$ cat config.mk
export PLATFORM = sky130hd
export DESIGN_NAME = hsw_switch
export DESIGN_NICKNAME = d
export VERILOG_FILES = /design/src/rtl/hsw_pkg.sv /design/src/rtl/hsw_level_gen.sv /design/src/rtl/hsw_cfg_bank.sv /design/src/rtl/hsw_thr_elem.sv /design/src/rtl/hsw_switch.sv
export SDC_FILE = /design/constraint.sdc
export NUM_CORES = 1
export LEC_CHECK = 0
export ABC_CLOCK_PERIOD_IN_PS = 6000
export BUFFER_PORTS_ARGS = -buffer_cell sky130_fd_sc_hd__buf_2
export CAP_MARGIN = 5
export CELL_PAD_IN_SITES_DETAIL_PLACEMENT = 2
export CELL_PAD_IN_SITES_GLOBAL_PLACEMENT = 2
export CORE_AREA = 4 4 64 66
export DETAILED_ROUTE_END_ITERATION = 10
export DIE_AREA = 0 0 68 70
export PLACE_DENSITY = 0.81
export SLEW_MARGIN = 20
export SYNTH_ARGS = -nofsm -noshare
export SYNTH_HDL_FRONTEND = slang
export SYNTH_SLANG_ARGS = --single-unit
$ cat constraint.sdc
create_clock -name clk -period 6 [get_ports clk]
set_clock_uncertainty 0.1 [all_clocks]
set_input_delay 1.2 -clock clk [delete_from_list [all_inputs] [get_ports clk]]
set_output_delay 1.2 -clock clk [all_outputs]
set_load 0.02 [all_outputs]
$ cat src/rtl/hsw_pkg.sv
package hsw_pkg;

    typedef logic [2:0] lvl_t;
    typedef logic [3:0] thr_t;

    typedef enum logic {
        SEL_BASE   = 1'b0,
        SEL_MIRROR = 1'b1
    } sel_e;

    typedef struct packed {
        sel_e sel;
        thr_t thr;
    } elem_cfg_t;

    typedef struct packed {
        lvl_t odd_base;
        lvl_t odd_mirror;
        lvl_t even_base;
        lvl_t even_mirror;
    } hyb_t;

    localparam thr_t THR_NEVER = 4'd10;
    localparam thr_t THR_ANY   = 4'd1;

    function automatic lvl_t base_level(logic [1:0] low_bits);
        return lvl_t'(low_bits) + lvl_t'(1);
    endfunction

    function automatic lvl_t mirror_level(lvl_t v);
        return lvl_t'(5) - v;
    endfunction

    function automatic elem_cfg_t compile_pair(logic lo_on, logic hi_on, logic odd);
        lvl_t lo_v;
        lvl_t hi_v;
        elem_cfg_t r;
        lo_v = base_level({1'b0, odd});
        hi_v = base_level({1'b1, odd});
        case ({hi_on, lo_on})
            2'b10:   r = '{sel: SEL_BASE,   thr: thr_t'(lo_v) + thr_t'(hi_v)};
            2'b01:   r = '{sel: SEL_MIRROR, thr: thr_t'(mirror_level(lo_v)) + thr_t'(mirror_level(hi_v))};
            2'b11:   r = '{sel: SEL_BASE,   thr: THR_ANY};
            default: r = '{sel: SEL_BASE,   thr: THR_NEVER};
        endcase
        return r;
    endfunction

endpackage

$ cat src/rtl/hsw_level_gen.sv
module hsw_level_gen
    import hsw_pkg::*;
#(
    parameter int NUM_CTX = 8,
    localparam int IDX_W  = $clog2(NUM_CTX),
    localparam int NQ     = NUM_CTX / 4
) (
    input  logic [IDX_W-1:0]    ctx_idx,
    output hyb_t [NQ-1:0]       hyb
);
    lvl_t base_v;
    lvl_t mirror_v;

    always_comb begin
        base_v   = base_level(ctx_idx[1:0]);
        mirror_v = mirror_level(base_v);
    end

    for (genvar q = 0; q < NQ; q++) begin : g_grp
        logic grp_sel;
        if (NQ == 1) begin : g_one
            assign grp_sel = 1'b1;
        end else begin : g_many
            assign grp_sel = (ctx_idx[IDX_W-1:2] == (IDX_W-2)'(q));
        end
        logic odd_gate;
        logic even_gate;
        assign odd_gate  = grp_sel &  ctx_idx[0];
        assign even_gate = grp_sel & ~ctx_idx[0];
        assign hyb[q].odd_base    = odd_gate  ? base_v   : '0;
        assign hyb[q].odd_mirror  = odd_gate  ? mirror_v : '0;
        assign hyb[q].even_base   = even_gate ? base_v   : '0;
        assign hyb[q].even_mirror = even_gate ? mirror_v : '0;
    end
endmodule

$ cat src/rtl/hsw_cfg_bank.sv
module hsw_cfg_bank
    import hsw_pkg::*;
(
    input  logic       clk,
    input  logic       rst,
    input  logic       load,
    input  logic [3:0] bits_in,
    output elem_cfg_t  even_cfg,
    output elem_cfg_t  odd_cfg
);
    logic [3:0] stored;

    always_ff @(posedge clk) begin
        if (rst) begin
            stored <= '0;
        end else if (load) begin
            stored <= bits_in;
        end
    end

    always_comb begin
        even_cfg = compile_pair(stored[0], stored[2], 1'b0);
        odd_cfg  = compile_pair(stored[1], stored[3], 1'b1);
    end
endmodule

$ cat src/rtl/hsw_thr_elem.sv
module hsw_thr_elem
    import hsw_pkg::*;
(
    input  lvl_t      lvl_base,
    input  lvl_t      lvl_mirror,
    input  elem_cfg_t cfg,
    output logic      on
);
    lvl_t gate_lvl;

    always_comb begin
        gate_lvl = (cfg.sel == SEL_MIRROR) ? lvl_mirror : lvl_base;
        on       = ({gate_lvl, 1'b0} >= cfg.thr);
    end
endmodule

$ cat src/rtl/hsw_switch.sv
module hsw_switch
    import hsw_pkg::*;
#(
    parameter int NUM_CTX = 8,
    parameter int DATA_W  = 8,
    localparam int IDX_W  = $clog2(NUM_CTX),
    localparam int NQ     = NUM_CTX / 4
) (
    input  logic                clk,
    input  logic                rst,
    input  logic [IDX_W-1:0]    ctx_idx,
    input  logic                cfg_load,
    input  logic [NUM_CTX-1:0]  cfg_bits,
    input  logic [DATA_W-1:0]   din,
    output logic [DATA_W-1:0]   dout,
    output logic                pass_en,
    output logic [2*NQ-1:0]     elem_on
);
    hyb_t [NQ-1:0] hyb;

    hsw_level_gen #(.NUM_CTX(NUM_CTX)) u_lvl (
        .ctx_idx (ctx_idx),
        .hyb     (hyb)
    );

    for (genvar q = 0; q < NQ; q++) begin : g_grp
        elem_cfg_t even_cfg;
        elem_cfg_t odd_cfg;

        hsw_cfg_bank u_bank (
            .clk      (clk),
            .rst      (rst),
            .load     (cfg_load),
            .bits_in  (cfg_bits[4*q +: 4]),
            .even_cfg (even_cfg),
            .odd_cfg  (odd_cfg)
        );

        hsw_thr_elem u_even (
            .lvl_base   (hyb[q].even_base),
            .lvl_mirror (hyb[q].even_mirror),
            .cfg        (even_cfg),
            .on         (elem_on[2*q])
        );

        hsw_thr_elem u_odd (
            .lvl_base   (hyb[q].odd_base),
            .lvl_mirror (hyb[q].odd_mirror),
            .cfg        (odd_cfg),
            .on         (elem_on[2*q+1])
        );
    end

    always_comb begin
        pass_en = |elem_on;
        dout    = pass_en ? din : '0;
    end
endmodule

# Word level (Yosys, flattened, before mapping)
# Index checks and enable logic that the tools add are counted.
# op_classes
add_sub_neg	2
multipliers	0
div	0
magnitude_cmp	4
eq_ne	12
shift	0
n_mux	17
bitwise	6
n_reduce_logical	1
# op_table
op	n
$pmux 5 s3	4
$mux 3	12
$eq 2x2->1 const B	8
$ge 4x4->1	4
$eq 2x1->1 const B	4
$mux 8	1
$and 1x1->1	4
$reduce_or 4->1	1
$add 2x1->3 const B	1
$sub 3x3->3 const A	1
$not 1->1	2
# totals
regBits	8
latchBits	0
ram_bits	0
mem_bits_ro	0
in_bits	22
out_inout_bits	13
elab_cells	44
mem_count	0

# Logic depth before layout (Yosys ltp)
# Gate-level depths: netlist of run 1.
# logic_depth
ltp_word	7
depth_mapped	9

# Cells and area by module
# Synthesis of run 1 repeated with hierarchy kept, for this count alone.
# hier_totals
cells_unflattened	152
area_unflattened_um2	1320.0
# by_module_without_submodules
module	instances	cells_per_inst	area_per_inst_um2	seq_area_each_um2
hsw_cfg_bank	2	26	255.2	80.1
hsw_thr_elem	4	14	105.1	0.0
hsw_level_gen	1	31	262.8	0.0
hsw_switch	1	13	126.4	0.0

# Worst setup path after synthesis of run 1
# OpenSTA, ideal clock, no wires.
# synth_timing
path_kind	input port to output port
start	in ctx_idx[0]
end	out dout[0]
t_arrival_ns	2.816
path_slack_ns	1.884
cell_stages	8
path_cell_list	inv_1 -> ha_1 -> nor3b_1 -> ha_1 -> o21ai_0 -> a22oi_2 -> nor3b_4 -> a21boi_1
# synth_between
elab_chain_cells	7
# synth_lines
item	line_no	source
start: declaration	hsw_switch.sv:11	input logic [IDX_W-1:0] ctx_idx,
$add 2x1->3	hsw_pkg.sv:27	return lvl_t'(low_bits) + lvl_t'(1);
$sub 3x3->3	hsw_pkg.sv:31	return lvl_t'(5) - v;
$mux 3	hsw_level_gen.sv:31	assign hyb[q].odd_mirror = odd_gate ? mirror_v : '0;
$mux 3 (*)	hsw_thr_elem.sv:12	gate_lvl = (cfg.sel == SEL_MIRROR) ? lvl_mirror : lvl_base;
$ge 4x4->1 (*)	hsw_thr_elem.sv:13	on = ({gate_lvl, 1'b0} >= cfg.thr);
via g_grp[0].u_odd.on	hsw_thr_elem.sv:7	output logic on
$reduce_or 4->1 (*)	hsw_switch.sv:55	pass_en = |elem_on;
$mux 8 (*)	hsw_switch.sv:56	dout = pass_en ? din : '0;
end: declaration	hsw_switch.sv:15	output logic [DATA_W-1:0] dout,
# Mark *: on every way through the listed nets, which the timed path passes. The rest lies on a longest branch.

# Final worst setup path of run 1
# layout_timing
start	in ctx_idx[0]
end	out dout[0]
# layout_between
elab_chain_cells	7
# layout_lines
item	line_no
$add 2x1->3 or $not 1->1 (tied branches)	hsw_pkg.sv:27, hsw_level_gen.sv:29
$sub 3x3->3 or $and 1x1->1 (tied branches)	hsw_pkg.sv:31, hsw_level_gen.sv:29
$mux 3 (on tied branches)	hsw_level_gen.sv:33, hsw_level_gen.sv:31, hsw_level_gen.sv:32
$mux 3	hsw_thr_elem.sv:12
$ge 4x4->1	hsw_thr_elem.sv:13
$reduce_or 4->1 (*)	hsw_switch.sv:55
$mux 8 (*)	hsw_switch.sv:56
# Mark *: on every way between the ends. The rest lies on a longest branch, timed or not.

==> results of run 1 <==
[how the worst max path moves through the flow]
stage,from,end,slack (ns),cells past startpoint
2_1_floorplan,ctx_idx[0],dout[0],1.88,8
3_3_place_gp,ctx_idx[0],dout[3],1.53,10
3_5_place_dp,ctx_idx[0],dout[0],1.34,10
4_1_cts,ctx_idx[0],dout[0],1.35,10
5_1_grt,ctx_idx[0],dout[3],1.18,10
6_report,ctx_idx[0],dout[0],1.36,10
[cell type report]
type	instances	area share, %
Multi-Input combinational cell	92	62.06
Inverter	20	5.837
Timing Repair Buffer	34	13.23
Clock buffer	3	1.751
Tap cell	48	4.669
Sequential cell	8	12.45
[worst reg2reg max path: cells and delay by family (launching register included)]
kind	cells	cell delay, ns
flops	1	0.36
simple gates	1	0.05
mux	1	0.16
[power groups by stage]
stage	sequential, mW	combinational, mW	clock, mW
CTS	0.0602	0.111	0.0445
floorplan	0.0601	0.0780	0
detailed placement	0.0614	0.111	0
finish	0.0600	0.108	0.0409
global route	0.0608	0.123	0.0454
global placement	0.0609	0.103	0
[per-layer routing]
layer / GRT usage, % / wire length, um
met1: 13.89 / 1104
met2: 23.66 / 1418
met3: 2.412 / 225
met4: 3.974 / 27
met5: 0 / 0
[through the flow]
step	hold WS, ns	total power, mW	area [um^2]	utilization, %
2_1_floorplan	0.3871	0.1381	1076	-
3_3_place_gp	0.4215	0.1637	1264	35.31
3_5_place_dp	0.4591	0.1721	1264	35.31
4_1_cts	0.4697	0.2161	1286	35.94
5_1_grt	0.4930	0.2296	1286	35.94
6_report	0.4601	0.2094	1286	35.94
[cell families after synthesis]
logic type | Yosys count
fa+ha+maj | 29
simple gates | 33
mux | 12
buf+inv | 27
compound gates | 18
flops | 8
[cells in the mapped netlist (all sizes together) (2+ instances only)]
cell type	number	area share [%]
a21oi	4	1.9
mux2i	12	11
ha	29	34
buf	6	3.6
a21boi	8	5.9
nor3	4	2.9
nor2	14	4.9
o21ai	2	0.93
nand2	5	1.7
nor2b	2	1.2
inv	20	7.0
nor3b	3	3.1
and3	3	1.7
dfxtp	8	15
==> results.sh, run 1 <==
export IMPL_status="finished, final reports clean"
export IMPL_synth_seq_cells=8
export IMPL_synth_compound_area_share_pct=12.56
export IMPL_path_delay_family="adder cells"
export IMPL_path_buf_inv=3
export IMPL_cp_end_kind="primary output"
export IMPL_start_util_pct=30.07
export IMPL_stdcell_count=205
export IMPL_rows=22
export IMPL_synth_xor_area_share_pct=0
export IMPL_cpPeakStageDelay_ns=0.40
export IMPL_synth_area_mm2=0.001076
export IMPL_grt_setup_unrepaired="false"
export IMPL_antenna_cells=0
export IMPL_synthCells=127
export IMPL_cts_hold_buffers_added=0
export IMPL_reg2reg_from="g_grp[1].u_bank.stored[0]$_SDFFE_PP0P_"
export IMPL_synth_distinct_cells=26
export IMPL_p_per_area_mw_per_mm2=162.8
export IMPL_crit_fanout=9
export IMPL_setup_viol=0
export IMPL_cp_slowest_cell="nor3b_4"
export IMPL_hold_viol_final=0
export IMPL_worstMarginPinSlew_ns=0.3889
export IMPL_worstPathArrival_ns=3.34
export IMPL_worst_slack_ns=1.363
export IMPL_power_switching_uw=87.18
export IMPL_combPwrFrac_pct=51.8
export IMPL_seqCellArea_um2=160.2
export IMPL_multiInputGateArea_um2=798.3
export IMPL_drt_first_pass_iters=2
export IMPL_max_flop_register="g_grp.u_bank.stored"
export IMPL_grt_pass1_wl_um=4733
export IMPL_antenna_found_initial=0
export IMPL_final_cell_mix="buf_2, ha_1, inv_1, nor2_1, mux2i_1"
export IMPL_die_area_mm2=0.004760
export IMPL_seqPwrFrac_pct=28.7
export IMPL_wirelength_um=2776
export IMPL_top_regs="g_grp.u_bank.stored x8"
export IMPL_finalCritPeriodShare_pct=77.29
export IMPL_drtAntennaViolNets=0
export IMPL_largest_reg_flops=8
export IMPL_ir_worst_vdd_mv=0.08321
export IMPL_num_vias=956
export IMPL_hold_depth=2
export IMPL_synth_adder_area_share_pct=33.72
export IMPL_final_common_cell="buf_2"
export IMPL_hold_end="g_grp[1].u_bank.stored[2]$_SDFFE_PP0P_"
export IMPL_swShare_pct=41.63
export IMPL_clock_path_buffers=2
export IMPL_hold_start="g_grp[1].u_bank.stored[2]$_SDFFE_PP0P_"
export IMPL_nets=210
export IMPL_layout_drive_gt1_share_pct=26.11
export IMPL_synth_fp_nets=178
export IMPL_grt_pass1_vias=1065
export IMPL_path_class="in2out"
export IMPL_cts_root_buf="clkbuf_4"
export IMPL_drc=0
export IMPL_cts_made_buffers=3
export IMPL_leakagePower_nw=0.7370
export IMPL_fin_crit_ns=4.638
export IMPL_cts_tree="done"
export IMPL_fin_tns_setup_ns=0
export IMPL_viasPerCell=4.663
export IMPL_htreeDepth=1
export IMPL_synth_mux_area_share_pct=11.16
export IMPL_clk_latency_ns=0.25
export IMPL_boundaryPins=35
export IMPL_gr_total_overflow=0
export IMPL_clockPowerShare_pct=19.5
export IMPL_hold_path_class="reg2reg"
export IMPL_nFillCells=442
export IMPL_core_mm2=0.003578
export IMPL_startpoint_type="primary input"
export IMPL_drt_iter0_drc=12
export IMPL_rr_worst_depth=2
export IMPL_die_w_um=68
export IMPL_clock_sinks=8
export IMPL_ys_warnings_count=0
export IMPL_synthFlopType="dfxtp_1"
export IMPL_cp_required_ns=4.70
export IMPL_postSynthAreaPerCell_um2=8.473
export IMPL_slew_violations=0
export IMPL_path_clk_slew_ns=0.05
export IMPL_die_h_um=70
export IMPL_synth_top_family_by_area="adder cells"
export IMPL_synth_edf_count=0
export IMPL_place_ws_ns=1.343
export IMPL_hpwlAfterDp_um=2563
export IMPL_routabilityCongestion=0.6886
export IMPL_cap_violations=0
export IMPL_p_int_uw=122.2
export IMPL_io_buffers=34
export IMPL_syn_to_final_growth_pct=19.53
export IMPL_slew_headroom_pct=74.05
export IMPL_fmax_ghz=0.2156
export IMPL_dp_cells=202
export IMPL_r2r_slack_ns=5.23
export IMPL_grt_max_degree=11
export IMPL_wl_per_cell_um=13.54
export IMPL_r2r_end="g_grp[1].u_bank.stored[0]$_SDFFE_PP0P_"
export IMPL_grt_usage_pct=12.73
export IMPL_postCtsResizedCells=0
export IMPL_path_cells="buf_2, inv_1, ha_1, nor3b_1, ha_1, o21ai_0, a22oi_2, nor3b_4, a21boi_1, buf_2"
export IMPL_synthSimpleGateAreaFrac_pct=16.74
export IMPL_yosysSeqAreaShare_pct=14.88
export IMPL_async_flop_share_pct=0
export IMPL_post_cts_buffers=0
(Power assumes the default switching activity.)
==> run 2: changes to the inputs <==
- ABC_AREA: unset -> 1
- ABC_CLOCK_PERIOD_IN_PS: 6000 -> 4100
- CORE_AREA: 4 4 64 66 -> 4 4 73 75
- DIE_AREA: 0 0 68 70 -> 0 0 77 79
- PLACE_DENSITY: 0.81 -> 0.73
- clock period: 6 -> 4.1 ns (I/O delays scaled with it)
==> results.sh, run 2 <==
export IMPL_antenna_cells=0
export IMPL_synth_compound_area_share_pct=11.79
export IMPL_final_util_pct=28.86
export IMPL_synth_fp_nets=217
export IMPL_startpoint_type="primary input"
export IMPL_synth_xor_area_share_pct=0
export IMPL_leakagePower_nw=0.8428
export IMPL_drtAntennaViolNets=0
export IMPL_synth_adder_area_share_pct=32.88
export IMPL_layout_drive_gt1_share_pct=20.81
export IMPL_synth_edf_count=0
export IMPL_clockPowerShare_pct=25.1
export IMPL_finalCritPeriodShare_pct=91.78
export IMPL_syn_to_final_growth_pct=21.88
export IMPL_final_cell_mix="inv_1, buf_2, nor2_1, ha_1, nand2_1"
export IMPL_final_common_cell="inv_1"
export IMPL_path_clk_slew_ns=0.04
export IMPL_cts_root_buf="clkbuf_8"
export IMPL_synthCells=166
export IMPL_grt_setup_unrepaired="false"
export IMPL_hold_viol_final=0
export IMPL_setup_viol=0
export IMPL_cts_made_buffers=3
export IMPL_slew_headroom_pct=71.61
export IMPL_path_cells="buf_2, inv_2, ha_1, inv_1, a2111oi_1, ha_1, a21oi_1, a21boi_0, nand2_2, nor2_4, nor2_1, buf_2"
export IMPL_io_buffers=34
export IMPL_num_vias=1075
export IMPL_p_int_uw=212.5
export IMPL_seqPwrFrac_pct=24.2
export IMPL_cp_required_ns=3.18
export IMPL_core_mm2=0.004661
export IMPL_design_area_mm2=0.001345
export IMPL_rows=25
export IMPL_fmax_ghz=0.2657
export IMPL_placed_area_mm2=0.001303
export IMPL_boundaryPins=35
export IMPL_fin_crit_ns=3.763
export IMPL_drt_first_pass_iters=2
export IMPL_yosys_area_top_type="ha_1"
export IMPL_hpwlAfterDp_um=2527
export IMPL_post_cts_buffers=0
export IMPL_path_class="in2out"
export IMPL_clk_latency_ns=0.22
export IMPL_ir_worst_vdd_mv=0.1461
export IMPL_synth_common_cells="inv_1, nor2_1, ha_1"
export IMPL_synth_mux_area_share_pct=0
export IMPL_crit_fanout=9
export IMPL_cts_hold_buffers_added=0
export IMPL_postSynthAreaPerCell_um2=6.648
export IMPL_grt_pass1_wl_um=4830
export IMPL_nFillCells=587
export IMPL_wirelength_um=2793
export IMPL_viasPerCell=4.283
export IMPL_slew_violations=0
export IMPL_worstPathArrival_ns=2.84
export IMPL_synth_top_area_share_pct=32.88
export IMPL_synth_distinct_cells=20
export IMPL_cap_violations=0
export IMPL_htreeDepth=1
export IMPL_start_util_pct=23.68
export IMPL_synth_area_mm2=0.001104
export IMPL_synthSimpleGateAreaFrac_pct=20.63
export IMPL_synth_seq_cells=8
export IMPL_cp_slowest_cell="a2111oi_1"
export IMPL_die_h_um=79
export IMPL_antenna_found_initial=0
export IMPL_hold_path_class="reg2reg"
export IMPL_synth_most_common_cell="inv_1"
export IMPL_synth_top_family_by_area="adder cells"
export IMPL_drc=0
export IMPL_clock_sinks=8
export IMPL_wl_per_cell_um=11.13
export IMPL_grt_pass1_vias=1116
export IMPL_worstMarginPinSlew_ns=0.4254
export IMPL_die_area_mm2=0.006083
export IMPL_swShare_pct=41.77
export IMPL_power_switching_uw=152.4
export IMPL_routabilityCongestion=0.7420
export IMPL_postCtsResizedCells=0
export IMPL_p_per_area_mw_per_mm2=271.3
export IMPL_cpPeakStageDelay_ns=0.38
export IMPL_synthFlopType="dfxtp_1"
export IMPL_status="finished, final reports clean"
export IMPL_nets=250
export IMPL_ys_warnings_count=0
export IMPL_die_w_um=77
export IMPL_async_flop_share_pct=0
export IMPL_max_flop_register="g_grp.u_bank.stored"
export IMPL_fin_tns_setup_ns=0
export IMPL_top_regs="g_grp.u_bank.stored x8"
export IMPL_grt_max_degree=17
export IMPL_yosysSeqAreaShare_pct=14.51
export IMPL_grt_usage_pct=9.606
export IMPL_cts_tree="done"
export IMPL_clock_path_buffers=2
export IMPL_drt_iter0_drc=20
export IMPL_netlist_top_cells_area="ha_1, inv_1, dfxtp_1"
export IMPL_largest_reg_flops=8
export IMPL_gr_total_overflow=0
export IMPL_cp_end_kind="primary output"
export IMPL_combPwrFrac_pct=50.7
run 2: changes by cell type after synthesis, moves of 3 or more:
cell      before  now
a211oi_1       0   11
inv_1         20   48
mux2i_1       12    0
nor2_1        14   31
nand2_1        5   18
a21boi_1       7    0
and3_1         3    0
nand3_1        0    3
run 2: final cells by class:
type	count	area (um^2)	area share, %
sequential	8	160.2	11.91
multi-input combinational	103	721.9	53.67
inverter	49	183.9	13.67
tap	54	67.56	5.023
clock buffer	3	41.29	3.070
timing repair buffer	34	170.2	12.65
run 2: critical path, delay by kind of cell:
family	cells	cell delay, ns
AOI/OAI and AO/OA	3	0.73
and+or+nand+nor	3	0.36
adders and majority gates	2	0.47
buffers and inverters	4	0.47
run 2: path summary, 6_finish.rpt:
| path | start | to | slack, ns | depth (start not counted) |
|---|---|---|---|---|
| min | g_grp[1].u_bank.stored[0]$_SDFFE_PP0P_ | g_grp[1].u_bank.stored[0]$_SDFFE_PP0P_ | 0.44 | 2 |
| max | ctx_idx[0] | dout[5] | 0.34 | 12 |
| max reg2reg | g_grp[1].u_bank.stored[1]$_SDFFE_PP0P_ | g_grp[1].u_bank.stored[1]$_SDFFE_PP0P_ | 3.24 | 2 |
| min reg2reg | g_grp[1].u_bank.stored[0]$_SDFFE_PP0P_ | g_grp[1].u_bank.stored[0]$_SDFFE_PP0P_ | 0.44 | 2 |
run 2: logic make-up (layout without fill, tap and decap cells):
| group | count (synthesis) | after routing |
|---|---|---|
| simple gates | 56 | 56 |
| buf+inv | 55 | 86 |
| fa+ha+maj | 29 | 29 |
| compound gates | 18 | 18 |
| flops | 8 | 8 |
run 2: power by group through the flow:
stage / registers (mW) / logic [mW] / clock network [mW]
5_1_grt: 0.0889 / 0.211 / 0.101
3_3_place_gp: 0.0893 / 0.184 / 0
4_1_cts: 0.0883 / 0.190 / 0.0939
2_1_floorplan: 0.0885 / 0.136 / 0
3_5_place_dp: 0.0896 / 0.189 / 0
6_report: 0.0883 / 0.185 / 0.0914
run 2: per-stage QoR:
stage                     setup WS [ns]  power [mW]  hold WS [ns]  instances
final                            0.3370      0.3649        0.4444        251
after global routing            0.02575      0.4008        0.4781        251
after CTS                        0.2669      0.3725        0.4544        251
after detailed placement         0.2642      0.2788        0.4444        248
after global placement           0.3063      0.2729        0.4305        248
after floorplan                  0.7297      0.2243        0.3936        166
run 2: layer usage:
metal	wire length, um	GRT usage [%]	up-vias
met5	0	0	-
met4	36	3.737	0
met3	139	1.247	4
met2	1263	17.42	33
met1	1354	11.49	477
li1	-	-	561
==> run 3: changes to the inputs <==
- CORE_AREA: 4 4 73 75 -> 2 2 71 73
- CTS_CLUSTER_DIAMETER: unset -> 40
- DIE_AREA: 0 0 77 79 -> 0 0 73 75
==> results.sh, run 3 (synthesis results as in run 2) <==
export IMPL_power_switching_uw=153.0
export IMPL_cts_hold_buffers_added=0
export IMPL_drt_iter0_drc=7
export IMPL_p_per_area_mw_per_mm2=271.8
export IMPL_fmax_ghz=0.2663
export IMPL_top_regs="g_grp.u_bank.stored x8"
export IMPL_grtUsageMet1_pct=10.69
export IMPL_clockPowerShare_pct=25.4
export IMPL_wl_per_cell_um=10.71
export IMPL_htreeDepth=1
export IMPL_leakagePower_nw=0.8428
export IMPL_post_cts_buffers=0
export IMPL_grt_max_degree=17
export IMPL_setup_viol=0
export IMPL_hold_start="g_grp[0].u_bank.stored[3]$_SDFFE_PP0P_"
export IMPL_max_flop_register="g_grp.u_bank.stored"
export IMPL_critPathLaunch="ctx_idx[0]"
export IMPL_drtAntennaViolNets=0
export IMPL_clk_latency_ns=0.23
export IMPL_clock_path_buffers=2
export IMPL_startpoint_type="primary input"
export IMPL_cts_made_buffers=3
export IMPL_dp_cells=248
export IMPL_reg2reg_from="g_grp[0].u_bank.stored[0]$_SDFFE_PP0P_"
export IMPL_routabilityCongestion=0.7342
export IMPL_ir_worst_vdd_mv=0.1600
export IMPL_start_util_pct=23.68
export IMPL_cts_root_buf="clkbuf_8"
export IMPL_hold_viol_final=0
export IMPL_hpwlAfterDp_um=2384
export IMPL_seqPwrFrac_pct=24.2
export IMPL_met2_usage_pct=20.72
export IMPL_num_vias=1069
export IMPL_finalCritPeriodShare_pct=91.58
export IMPL_die_area_mm2=0.005475
export IMPL_clock_sinks=8
export IMPL_fin_tns_setup_ns=0
export IMPL_fin_crit_ns=3.755
export IMPL_hold_path_class="reg2reg"
export IMPL_worstPathArrival_ns=2.83
export IMPL_syn_to_final_growth_pct=21.88
export IMPL_path_class="in2out"
export IMPL_cap_violations=0
export IMPL_gr_usage_met3_pct=2.008
export IMPL_boundaryPins=35
export IMPL_final_cell_mix="inv_1, buf_2, nor2_1, ha_1, nand2_1"
export IMPL_gr_total_overflow=0
export IMPL_die_h_um=75
export IMPL_viasPerCell=4.259
export IMPL_status="finished, final reports clean"
export IMPL_core_mm2=0.004661
export IMPL_grt_pass1_wl_um=4471
export IMPL_grt_setup_unrepaired="false"
export IMPL_cp_end_kind="primary output"
export IMPL_drc=0
export IMPL_nFillCells=593
export IMPL_swShare_pct=41.85
export IMPL_drt_first_pass_iters=4
export IMPL_slew_headroom_pct=71.22
export IMPL_cp_required_ns=3.18
export IMPL_grt_usage_pct=10.41
export IMPL_die_w_um=73
export IMPL_combPwrFrac_pct=50.4
export IMPL_worstMarginPinSlew_ns=0.4312
export IMPL_stdcell_count=251
export IMPL_hold_depth=2
export IMPL_r2r_end="g_grp[0].u_bank.stored[0]$_SDFFE_PP0P_"
export IMPL_slew_violations=0
export IMPL_hold_end="g_grp[0].u_bank.stored[3]$_SDFFE_PP0P_"
export IMPL_rows=25
export IMPL_cts_tree="done"
export IMPL_grt_busiest_layer="met2"
export IMPL_antenna_found_initial=0
export IMPL_design_area_mm2=0.001345
export IMPL_largest_reg_flops=8
export IMPL_antenna_cells=0
export IMPL_p_int_uw=212.6
export IMPL_final_common_cell="inv_1"
export IMPL_crit_fanout=9
export IMPL_hold_ws_ns=0.4508
export IMPL_io_buffers=34
export IMPL_path_clk_slew_ns=0.04
export IMPL_nets=250
export IMPL_r2r_slack_ns=3.22
export IMPL_rr_worst_depth=2
export IMPL_placed_area_mm2=0.001303
export IMPL_wirelength_um=2689
export IMPL_layout_drive_gt1_share_pct=20.81
export IMPL_grt_pass1_vias=1091
-- run 3: how the worst max path moves through the flow --
stage	end	slack [ns]	depth (start not counted)
6_report	dout[7]	0.35	12
5_1_grt	dout[7]	0.03	12
4_1_cts	dout[7]	0.25	12
3_5_place_dp	dout[7]	0.25	12
3_3_place_gp	dout[7]	0.34	12
2_1_floorplan	pass_en	0.73	10
-- run 3: per-layer routing --
| metal | vias up | wire, um | share of wire [%] |
|---|---|---|---|
| met5 | - | 0 | 0 |
| met4 | 0 | 40 | 1.5 |
| met3 | 5 | 175 | 6.5 |
| met2 | 39 | 1301 | 48 |
| met1 | 464 | 1172 | 44 |
| li1 | 561 | - | - |
-- run 3: layout make-up --
class                           count  area (um^2)  area share [%]
Timing Repair Buffer               34        170.2           12.65
Sequential cell                     8        160.2           11.91
Inverter                           49        183.9           13.67
Tap cell                           54        67.56           5.023
Clock buffer                        3        41.29           3.070
Multi-Input combinational cell    103        721.9           53.67
-- run 3: metrics by stage --
stage | worst slack (ns) | util [%] | total power, mW
6_report | 0.3453 | 28.86 | 0.3656
5_1_grt | 0.03350 | 28.86 | 0.3998
4_1_cts | 0.2486 | 28.83 | 0.3748
3_5_place_dp | 0.2542 | 27.95 | 0.2774
3_3_place_gp | 0.3363 | 27.95 | 0.2715
2_1_floorplan | 0.7297 | - | 0.2243
-- run 3: power groups by stage --
stage          Clock [mW]  Combinational (mW)  Sequential [mW]
2_1_floorplan           0               0.136           0.0885
3_3_place_gp            0               0.182           0.0893
3_5_place_dp            0               0.188           0.0898
4_1_cts            0.0970               0.189           0.0885
5_1_grt            0.0983               0.212           0.0893
6_report           0.0929               0.184           0.0884
-- run 3: critical path, cell delays in order --
cell	delay, ns
buf_2	0.13
inv_2	0.09
ha_1	0.15
inv_1	0.07
a2111oi_1	0.39
ha_1	0.32
a21oi_1	0.12
a21boi_0	0.23
nand2_2	0.10
nor2_4	0.19
nor2_1	0.06
buf_2	0.16
-- run 3: what timing repair did --
| action | CTS | global route |
|---|---|---|
| gates resized for setup | 0 | 1 |
| endpoints found under the hold margin | 0 | 0 |
| setup endpoints to repair | 0 | 9 |
